===== src/rtl/fsg_pkg.sv =====
`timescale 1ns/1ps
package fsg_pkg;
  localparam int FSG_WORD_W = 14;
  localparam int FSG_ACC_W  = 11;

  typedef struct packed {
    logic sck;
    logic rise;
    logic fall;
  } fsg_pin_t;
endpackage


===== src/rtl/fsg_rst_sync.sv =====
`timescale 1ns/1ps
module fsg_rst_sync #(
  parameter int STAGES = 2
) (
  input  logic clk,
  input  logic rst_n,
  output logic rst_sync_n
);
  logic [STAGES-1:0] chain_q;
  logic [STAGES-1:0] chain_d;

  always_comb begin
    chain_d = {chain_q[STAGES-2:0], 1'b1};
  end

  always_ff @(posedge clk or negedge rst_n) begin
    if (!rst_n) chain_q <= '0;
    else        chain_q <= chain_d;
  end

  assign rst_sync_n = chain_q[STAGES-1];
endmodule


===== src/rtl/fsg_word_clamp.sv =====
`timescale 1ns/1ps
module fsg_word_clamp #(
  parameter int WORD_W = 14,
  parameter int ACC_W  = 11
) (
  input  logic [WORD_W-1:0] word,
  output logic [ACC_W-1:0]  step
);
  localparam int HALF = 1 << (ACC_W - 1);
  localparam logic [WORD_W-1:0] HALF_W = WORD_W'(HALF);
  localparam logic [ACC_W-1:0]  HALF_A = ACC_W'(HALF);

  always_comb begin
    if (word > HALF_W) step = HALF_A;
    else               step = word[ACC_W-1:0];
  end
endmodule


===== src/rtl/fsg_phase_accum.sv =====
`timescale 1ns/1ps
module fsg_phase_accum #(
  parameter int ACC_W = 11
) (
  input  logic             clk,
  input  logic             rst_n,
  input  logic             ce,
  input  logic             run,
  input  logic             clr_en,
  input  logic [ACC_W-1:0] step,
  output logic [ACC_W-1:0] acc,
  output logic             phase_nxt
);
  logic [ACC_W-1:0] acc_q;
  logic [ACC_W-1:0] acc_d;

  always_comb begin
    acc_d = acc_q;
    if (ce) begin
      if (run)         acc_d = acc_q + step;
      else if (clr_en) acc_d = '0;
    end
  end

  always_ff @(posedge clk or negedge rst_n) begin
    if (!rst_n) acc_q <= '0;
    else        acc_q <= acc_d;
  end

  assign acc       = acc_q;
  assign phase_nxt = acc_d[ACC_W-1];

  AST_ZERO_STEP_HOLDS: assert property (@(posedge clk) disable iff (!rst_n)
    (ce && run && step == '0) |=> $stable(acc_q));
  AST_IDLE_KEEPS_PHASE: assert property (@(posedge clk) disable iff (!rst_n)
    (ce && !run && !clr_en) |=> $stable(acc_q));
  AST_LOOP_CLEARS: assert property (@(posedge clk) disable iff (!rst_n)
    (ce && !run && clr_en) |=> (acc_q == '0));
  AST_GATED_FREEZE: assert property (@(posedge clk) disable iff (!rst_n)
    (!ce) |=> $stable(acc_q));
endmodule


===== src/rtl/fsg_pin_edge.sv =====
`timescale 1ns/1ps
module fsg_pin_edge
  import fsg_pkg::*;
(
  input  logic clk,
  input  logic rst_n,
  input  logic ce,
  input  logic run,
  input  logic cpol,
  input  logic phase_nxt,
  output logic sck,
  output logic rise,
  output logic fall
);
  fsg_pin_t pin_q;
  fsg_pin_t pin_d;
  logic     level;

  always_comb begin
    level      = run ? (cpol ^ phase_nxt) : cpol;
    pin_d      = pin_q;
    pin_d.rise = 1'b0;
    pin_d.fall = 1'b0;
    if (ce) begin
      pin_d.sck  = level;
      pin_d.rise = !pin_q.sck && level;
      pin_d.fall = pin_q.sck && !level;
    end
  end

  always_ff @(posedge clk or negedge rst_n) begin
    if (!rst_n) pin_q <= '0;
    else        pin_q <= pin_d;
  end

  assign sck  = pin_q.sck;
  assign rise = pin_q.rise;
  assign fall = pin_q.fall;

  AST_STROBES_EXCLUSIVE: assert property (@(posedge clk) disable iff (!rst_n)
    !(rise && fall));
  AST_RISE_MARKS_EDGE: assert property (@(posedge clk) disable iff (!rst_n)
    (ce && !sck) |=> (rise == sck));
  AST_FALL_MARKS_EDGE: assert property (@(posedge clk) disable iff (!rst_n)
    (ce && sck) |=> (fall == !sck));
  AST_IDLE_LEVEL: assert property (@(posedge clk) disable iff (!rst_n)
    (ce && !run) |=> (sck == $past(cpol)));
  AST_GATED_QUIET: assert property (@(posedge clk) disable iff (!rst_n)
    (!ce) |=> ($stable(sck) && !rise && !fall));
endmodule


===== src/rtl/frac_sck_gen.sv =====
`timescale 1ns/1ps
module frac_sck_gen
  import fsg_pkg::*;
#(
  parameter int WORD_W = FSG_WORD_W,
  parameter int ACC_W  = FSG_ACC_W
) (
  input  logic              clk,
  input  logic              rst_n,
  input  logic [WORD_W-1:0] freq_word,
  input  logic              loop_rst_en,
  input  logic              cpol,
  input  logic              gate_en,
  input  logic              run,
  output logic              sck,
  output logic              sck_rise,
  output logic              sck_fall
);
  localparam int HALF = 1 << (ACC_W - 1);

  logic             rst_sync_n;
  logic [ACC_W-1:0] step;
  logic [ACC_W-1:0] acc;
  logic             phase_nxt;

  fsg_rst_sync #(.STAGES(2)) u_rst (
    .clk        (clk),
    .rst_n      (rst_n),
    .rst_sync_n (rst_sync_n)
  );

  fsg_word_clamp #(.WORD_W(WORD_W), .ACC_W(ACC_W)) u_clamp (
    .word (freq_word),
    .step (step)
  );

  fsg_phase_accum #(.ACC_W(ACC_W)) u_accum (
    .clk       (clk),
    .rst_n     (rst_sync_n),
    .ce        (gate_en),
    .run       (run),
    .clr_en    (loop_rst_en),
    .step      (step),
    .acc       (acc),
    .phase_nxt (phase_nxt)
  );

  fsg_pin_edge u_pin (
    .clk       (clk),
    .rst_n     (rst_sync_n),
    .ce        (gate_en),
    .run       (run),
    .cpol      (cpol),
    .phase_nxt (phase_nxt),
    .sck       (sck),
    .rise      (sck_rise),
    .fall      (sck_fall)
  );

  AST_STEP_CAPPED: assert property (@(posedge clk) disable iff (!rst_sync_n)
    (int'(step) <= HALF));
  AST_PIN_TRACKS_PHASE: assert property (@(posedge clk) disable iff (!rst_sync_n)
    (gate_en && run) |=> (sck == ($past(cpol) ^ acc[ACC_W-1])));
endmodule


===== config.mk =====
export PLATFORM = sky130hd
export DESIGN_NAME = frac_sck_gen
export DESIGN_NICKNAME = d
export VERILOG_FILES = /design/src/rtl/fsg_pkg.sv /design/src/rtl/fsg_rst_sync.sv /design/src/rtl/fsg_word_clamp.sv /design/src/rtl/fsg_phase_accum.sv /design/src/rtl/fsg_pin_edge.sv /design/src/rtl/frac_sck_gen.sv
export SDC_FILE = /design/constraint.sdc
export NUM_CORES = 1
export LEC_CHECK = 0
export BUFFER_PORTS_ARGS = -buffer_cell sky130_fd_sc_hd__buf_2
export CAP_MARGIN = 20
export CORE_MARGIN = 3
export CORE_UTILIZATION = 58
export DETAILED_ROUTE_END_ITERATION = 10
export GPL_TIMING_DRIVEN = 0
export PLACE_DENSITY = 0.83
export SYNTH_ARGS = -nofsm -noshare
export SYNTH_HDL_FRONTEND = slang
export SYNTH_SLANG_ARGS = --single-unit

===== constraint.sdc =====
create_clock -name clk -period 1.4 [get_ports clk]
set_clock_uncertainty 0.2 [all_clocks]
set_input_delay 0.21 -clock clk [delete_from_list [all_inputs] [get_ports clk]]
set_output_delay 0.21 -clock clk [all_outputs]
set_load 0.02 [all_outputs]

==> summary.md, run 1 <==
| Metric | Value |
|---|---|
| Status | `aborted with a tool error` |
| Failed at | `5_1_grt` |
| Stop Error | `[ERROR DPL-0038] Utilization greater than 100%, impossible to legalize` |
| Post-Syn Instances | `132` |
| Top-Level Pins | `23` |
| Area share of xor/xnor cells in the synthesized design | `0.0596` |
| Most frequent cell after synthesis | `nand2_1` |
| Simple logic cell fraction of the synthesized area | `0.242` |
| Synth cell count leaders | `nand2_1, dfrtp_1, o21ai_0` |
| Leading area contributor after synthesis | `dfrtp_1` |
| Routability cong. | `0.850` |
| Yosys cell types | `40` |
| CTS H-Tree Depth | `1` |
| Yosys reg bits | `16` |
| CTS Root Cell | `clkbuf_4` |
| Largest net degree at the start of global routing | `15` |
| Ranking of synthesized cells by area | `dfrtp_1, ha_1, o21ai_0` |
| Worst_ep kind | `register data pin` |
| Mapped Nets | `163` |
| Post-synthesis adder-cell area fraction | `0.124` |
| Effective utilization at floorplan | `0.645` |
| Yosys Warn Count | `0` |
| Top-area cell type share of the netlist area | `0.341` |
| Clock Sinks | `16` |
| HPWL Detailed | `2320 µm` |
| Dpl cell area | `1490 µm²` |
| Core Rows | `15` |
| Mean Syn Cell Area | `8.90 µm²` |
| Chip Width | `51.0 µm` |
| Input/output buffers | `22` |
| Post-synth EDFFs | `0` |
| Bufs on Longest Clock Path | `2` |
| Synth Flop Type | `dfrtp_1` |
| GR repair worst EP | `u_pin.fall$_DFF_PN0_/D` |
| Multiplexer area fraction after synthesis | `0.00958` |
| TritonCTS Buffers | `3` |
| Asr flop ratio synth | `1.00` |
| Sequential area share after synthesis | `0.341` |
| Die height | `51.0 µm` |
| Compound-Gate Fraction of Synth Area | `0.193` |
| Cell Area, Synth | `1170 µm²` |
| Largest family of logic cells by synthesized area | `simple AND/OR/NAND/NOR gates` |
## cells by family after synthesis
kind of cell / after synthesis
flops: 16
xor+xnor: 8
fa+ha+maj: 11
compound gates: 35
other cells: 1
simple gates: 52
mux: 1
buf+inv: 8
## stage by stage
step           utilization  setup WS [ps]  instances
2_1_floorplan            -          -1610        132
3_3_place_gp         0.819          -1940        179
3_5_place_dp         0.819          -2030        179
4_1_cts              0.944          -1580        194
## timing repair
item / in CTS
pin swaps: 14
endpoints found under the hold margin: 4
gates resized for setup: 26
buffers inserted: 7
setup endpoints to repair: 13
hold buffers: 4
==> run 2: changes to the inputs <==
CORE_AREA = 3 3 64 66   (was unset)
CORE_MARGIN = unset   (was 3)
CORE_UTILIZATION = unset   (was 58)
DIE_AREA = 0 0 67 69   (was unset)
PLACE_DENSITY = unset   (was 0.83)
PLACE_DENSITY_LB_ADDON = 0.15   (was unset)
==> run 2 against run 1 <==
Against the previous run:
- synthesized area stayed put
- synthesized cell count did not move
- the flow now finishes, with violations (setup timing)
==> summary.md, run 2 <==
| Metric | Value |
|---|---|
| Status | `complete, but fails checks` |
| Failing checks | `setup timing` |
| End of the critical path | `u_pin.fall` |
| Via density | `5.00` |
| Post-synth EDFFs | `0 (unchanged)` |
| Die height | `69 µm (+35%)` |
| Final-report setup violation count | `13` |
| CTS H-Tree Depth | `1 (unchanged)` |
| Vias post-DR | `1059` |
| Tightest Hold Check Type | `in -> reg` |
| Register area | `400 µm²` |
| Clock Sinks | `16 (unchanged)` |
| Setup WS post-layout | `-1730 ps` |
| Highest clock rate | `319 MHz` |
| Asr flop ratio synth | `1.00 (unchanged)` |
| Most frequent cell after synthesis | `nand2_1` |
| Count of pins over their slew limit | `0` |
| Top routing layer in use | `met4` |
| Crit share post-route | `2.24` |
| Die area | `4620 µm²` |
| P per Cell Area | `713 nW/µm²` |
| DR WL met2 | `1500 µm` |
| Crit path DAT | `3070 ps` |
| Max VDD drop | `478 µV` |
| Most common cell after layout, fill and taps aside | `buf_2` |
| Worst setup path start | `freq_word[3]` |
| Clock Latency Late Sink | `250 ps` |
| Routability cong. | `0.816 (-4.1%)` |
| Effective utilization at floorplan | `0.323 (-0.322)` |
| Core Rows | `22 (+7)` |
| Headroom to the max-slew limit | `0.584` |
| Final Hold Viols | `0` |
| Crit-path cells | `buf_8 > nor4_4 > nand3_2 > a2111oi_4 > and2_4 > ha_4 > o21a_1 > o21ai_4 > a221o_1 > o311a_1 > or3b_4 > and4_1` |
| R2R depth | `9` |
| R2R setup slack | `-1350 ps` |
| Drt first pass iters | `4` |
| Post-route DRC | `0` |
| Yosys cell types | `40 (unchanged)` |
| Share of layout cells above drive strength 1 | `0.482` |
| Chip Width | `67 µm (+31%)` |
| Sequential area share after synthesis | `0.341 (unchanged)` |
| Leak | `0.761 nW` |
| Core box area | `3630 µm²` |
| Slowest stage delay, CP | `400 ps` |
| Avg WL per Cell | `13.8 µm` |
| Crit path kind | `in -> reg` |
| CP max stage cell | `a2111oi_4` |
| Mean Syn Cell Area | `8.90 µm² (unchanged)` |
| First-pass GRT wire length | `5010 µm` |
| Most frequent cells in the layout | `buf_2, dfrtp_1, nand2_1` |
| Bufs on Longest Clock Path | `2 (unchanged)` |
| Area Overhead vs Synth | `50.8%` |
| Yosys Warn Count | `0 (unchanged)` |
| Input/output buffers | `22 (unchanged)` |
| TritonCTS Buffers | `3 (unchanged)` |
| Reg2reg start | `u_accum.acc[0]` |
| Cell Area, Synth | `1170 µm² (unchanged)` |
| HPWL Detailed | `2240 µm (-3.6%)` |
| Routed Wire Length | `2940 µm` |
| Ranking of synthesized cells by area | `dfrtp_1, ha_1, o21ai_0` |
| Yosys reg bits | `16 (unchanged)` |
| CTS tree | `built` |
| Mapped Nets | `163 (unchanged)` |
| Max FFs per register | `11` |
| Synth Flop Type | `dfrtp_1` |
| Fin Hold WS | `29.5 ps` |
| Synth cell count leaders | `nand2_1, dfrtp_1, o21ai_0` |
| Leading area contributor after synthesis | `dfrtp_1` |
| WP depth | `12` |
| CP bufs+invs | `1` |
| Footprint of the multi-input gates | `1020 µm²` |
| Worst setup SP type | `primary input` |
| Antenna violations before repair | `0` |
| GRT Total Usage | `0.138` |
| Largest net degree at the start of global routing | `15` |
| CTS Root Cell | `clkbuf_8` |
| Critical Path RT | `1340 ps` |
| Final Util | `0.488` |
| Starting DRC count in detailed routing | `19` |
| Top-area cell type share of the netlist area | `0.341 (unchanged)` |
| Met1 wire length | `1290 µm` |
| Reg2reg end | `u_pin.fall` |
| Delay-heaviest family, CP | `compound AO/OA/AOI/OAI gates` |
| Total congestion overflow | `0` |
| Top-Level Pins | `23 (unchanged)` |
| # fillers | `355` |
| Total of max-cap violations | `0` |
| Diode count | `0` |
| Met3 routed WL | `121 µm` |
| RSZ-0062 raised after global routing | `true` |
| CP max FO | `3` |
| Worst Setup End Kind | `flip-flop` |
| Nets@finish | `196` |
| Period minus WS final | `3130 ps` |
| Worst-path clk slew | `70 ps` |
| Worst-margin pin slew | `623 ps` |
| DRT antenna net count | `0` |
| Vias in the first global route | `1104` |
| Post-Syn Instances | `132 (unchanged)` |
## run 2: layout make-up
| class | instances | area share |
|---|---|---|
| clock buffers | 4 | 0.0311 |
| plain buffers | 2 | 0.00847 |
| well taps | 48 | 0.0339 |
| multi-input cells | 108 | 0.577 |
| flip-flops and latches | 16 | 0.226 |
| repair buffers | 28 | 0.111 |
| inverters | 6 | 0.0127 |
## run 2: timing repair
| item | in CTS | in global routing |
|---|---|---|
| endpoints found under the setup margin | 13 | 13 |
| resized for setup | 26 | 6 |
| buffers inserted | 3 | 2 |
| pin swaps | 15 | 10 |
| hold buffers | 1 | 0 |
| endpoints found under the hold margin | 2 | 0 |
## run 2: cell families (layout without fill, tap and decap cells)
logic type | after synthesis | after routing | synth area share
other cells | 1 | 1 | 0.00319
simple gates | 52 | 52 | 0.242
flops | 16 | 16 | 0.341
compound gates | 35 | 35 | 0.193
fa+ha+maj | 11 | 11 | 0.124
buf+inv | 8 | 40 | 0.0288
mux | 1 | 1 | 0.00958
xor+xnor | 8 | 8 | 0.0596
## run 2: power breakdown
part | switching (mW) | internal (mW) | total, mW
combinational | 0.154 | 0.148 | 0.302
clock | 0.168 | 0.250 | 0.417
sequential | 0.0417 | 0.503 | 0.545
total | 0.363 | 0.901 | 1.26
## run 2: worst min-delay path by stage
| stage | slack [ps] | cells past startpoint | to | start |
|---|---|---|---|---|
| after global placement | -210 | 1 | u_rst.chain_q[0] | rst_n |
| after detailed placement | -200 | 1 | u_rst.chain_q[0] | rst_n |
| after CTS | 20 | 3 | u_accum.acc[0] | run |
| final | 30 | 3 | u_accum.acc[0] | run |
| after global routing | 30 | 3 | u_accum.acc[0] | run |
| after floorplan | -290 | 0 | u_rst.chain_q[0] | rst_n |
## run 2: per-stage QoR
step,cells,setup WS [ps],power [mW],setup TNS [ps],area (µm²)
after floorplan,132,-1610,0.719,-12410,1350
after global placement,202,-2130,0.807,-18040,1520
final,212,-1730,1.26,-13090,1770
after global routing,212,-1820,1.34,-14530,1770
after detailed placement,202,-2130,0.817,-18150,1520
after CTS,210,-1780,1.28,-13600,1730
## run 2: metal layers
layer  up-vias  global-route usage
met5         -                   0
met4         0              0.0270
met3         2              0.0423
met2        19               0.238
met1       506               0.164
li1        532                   -
## run 2: worst register-to-register path, cell delays in order, from the launching register on
cell,delay [ps]
dfrtp_1,400
ha_4,150
inv_2,30
fa_2,340
nand2b_4,160
a21o_1,240
a2111oi_4,380
nor4_2,110
or3b_4,430
and4_1,200
Note: power is estimated with default switching activity, not from simulation.
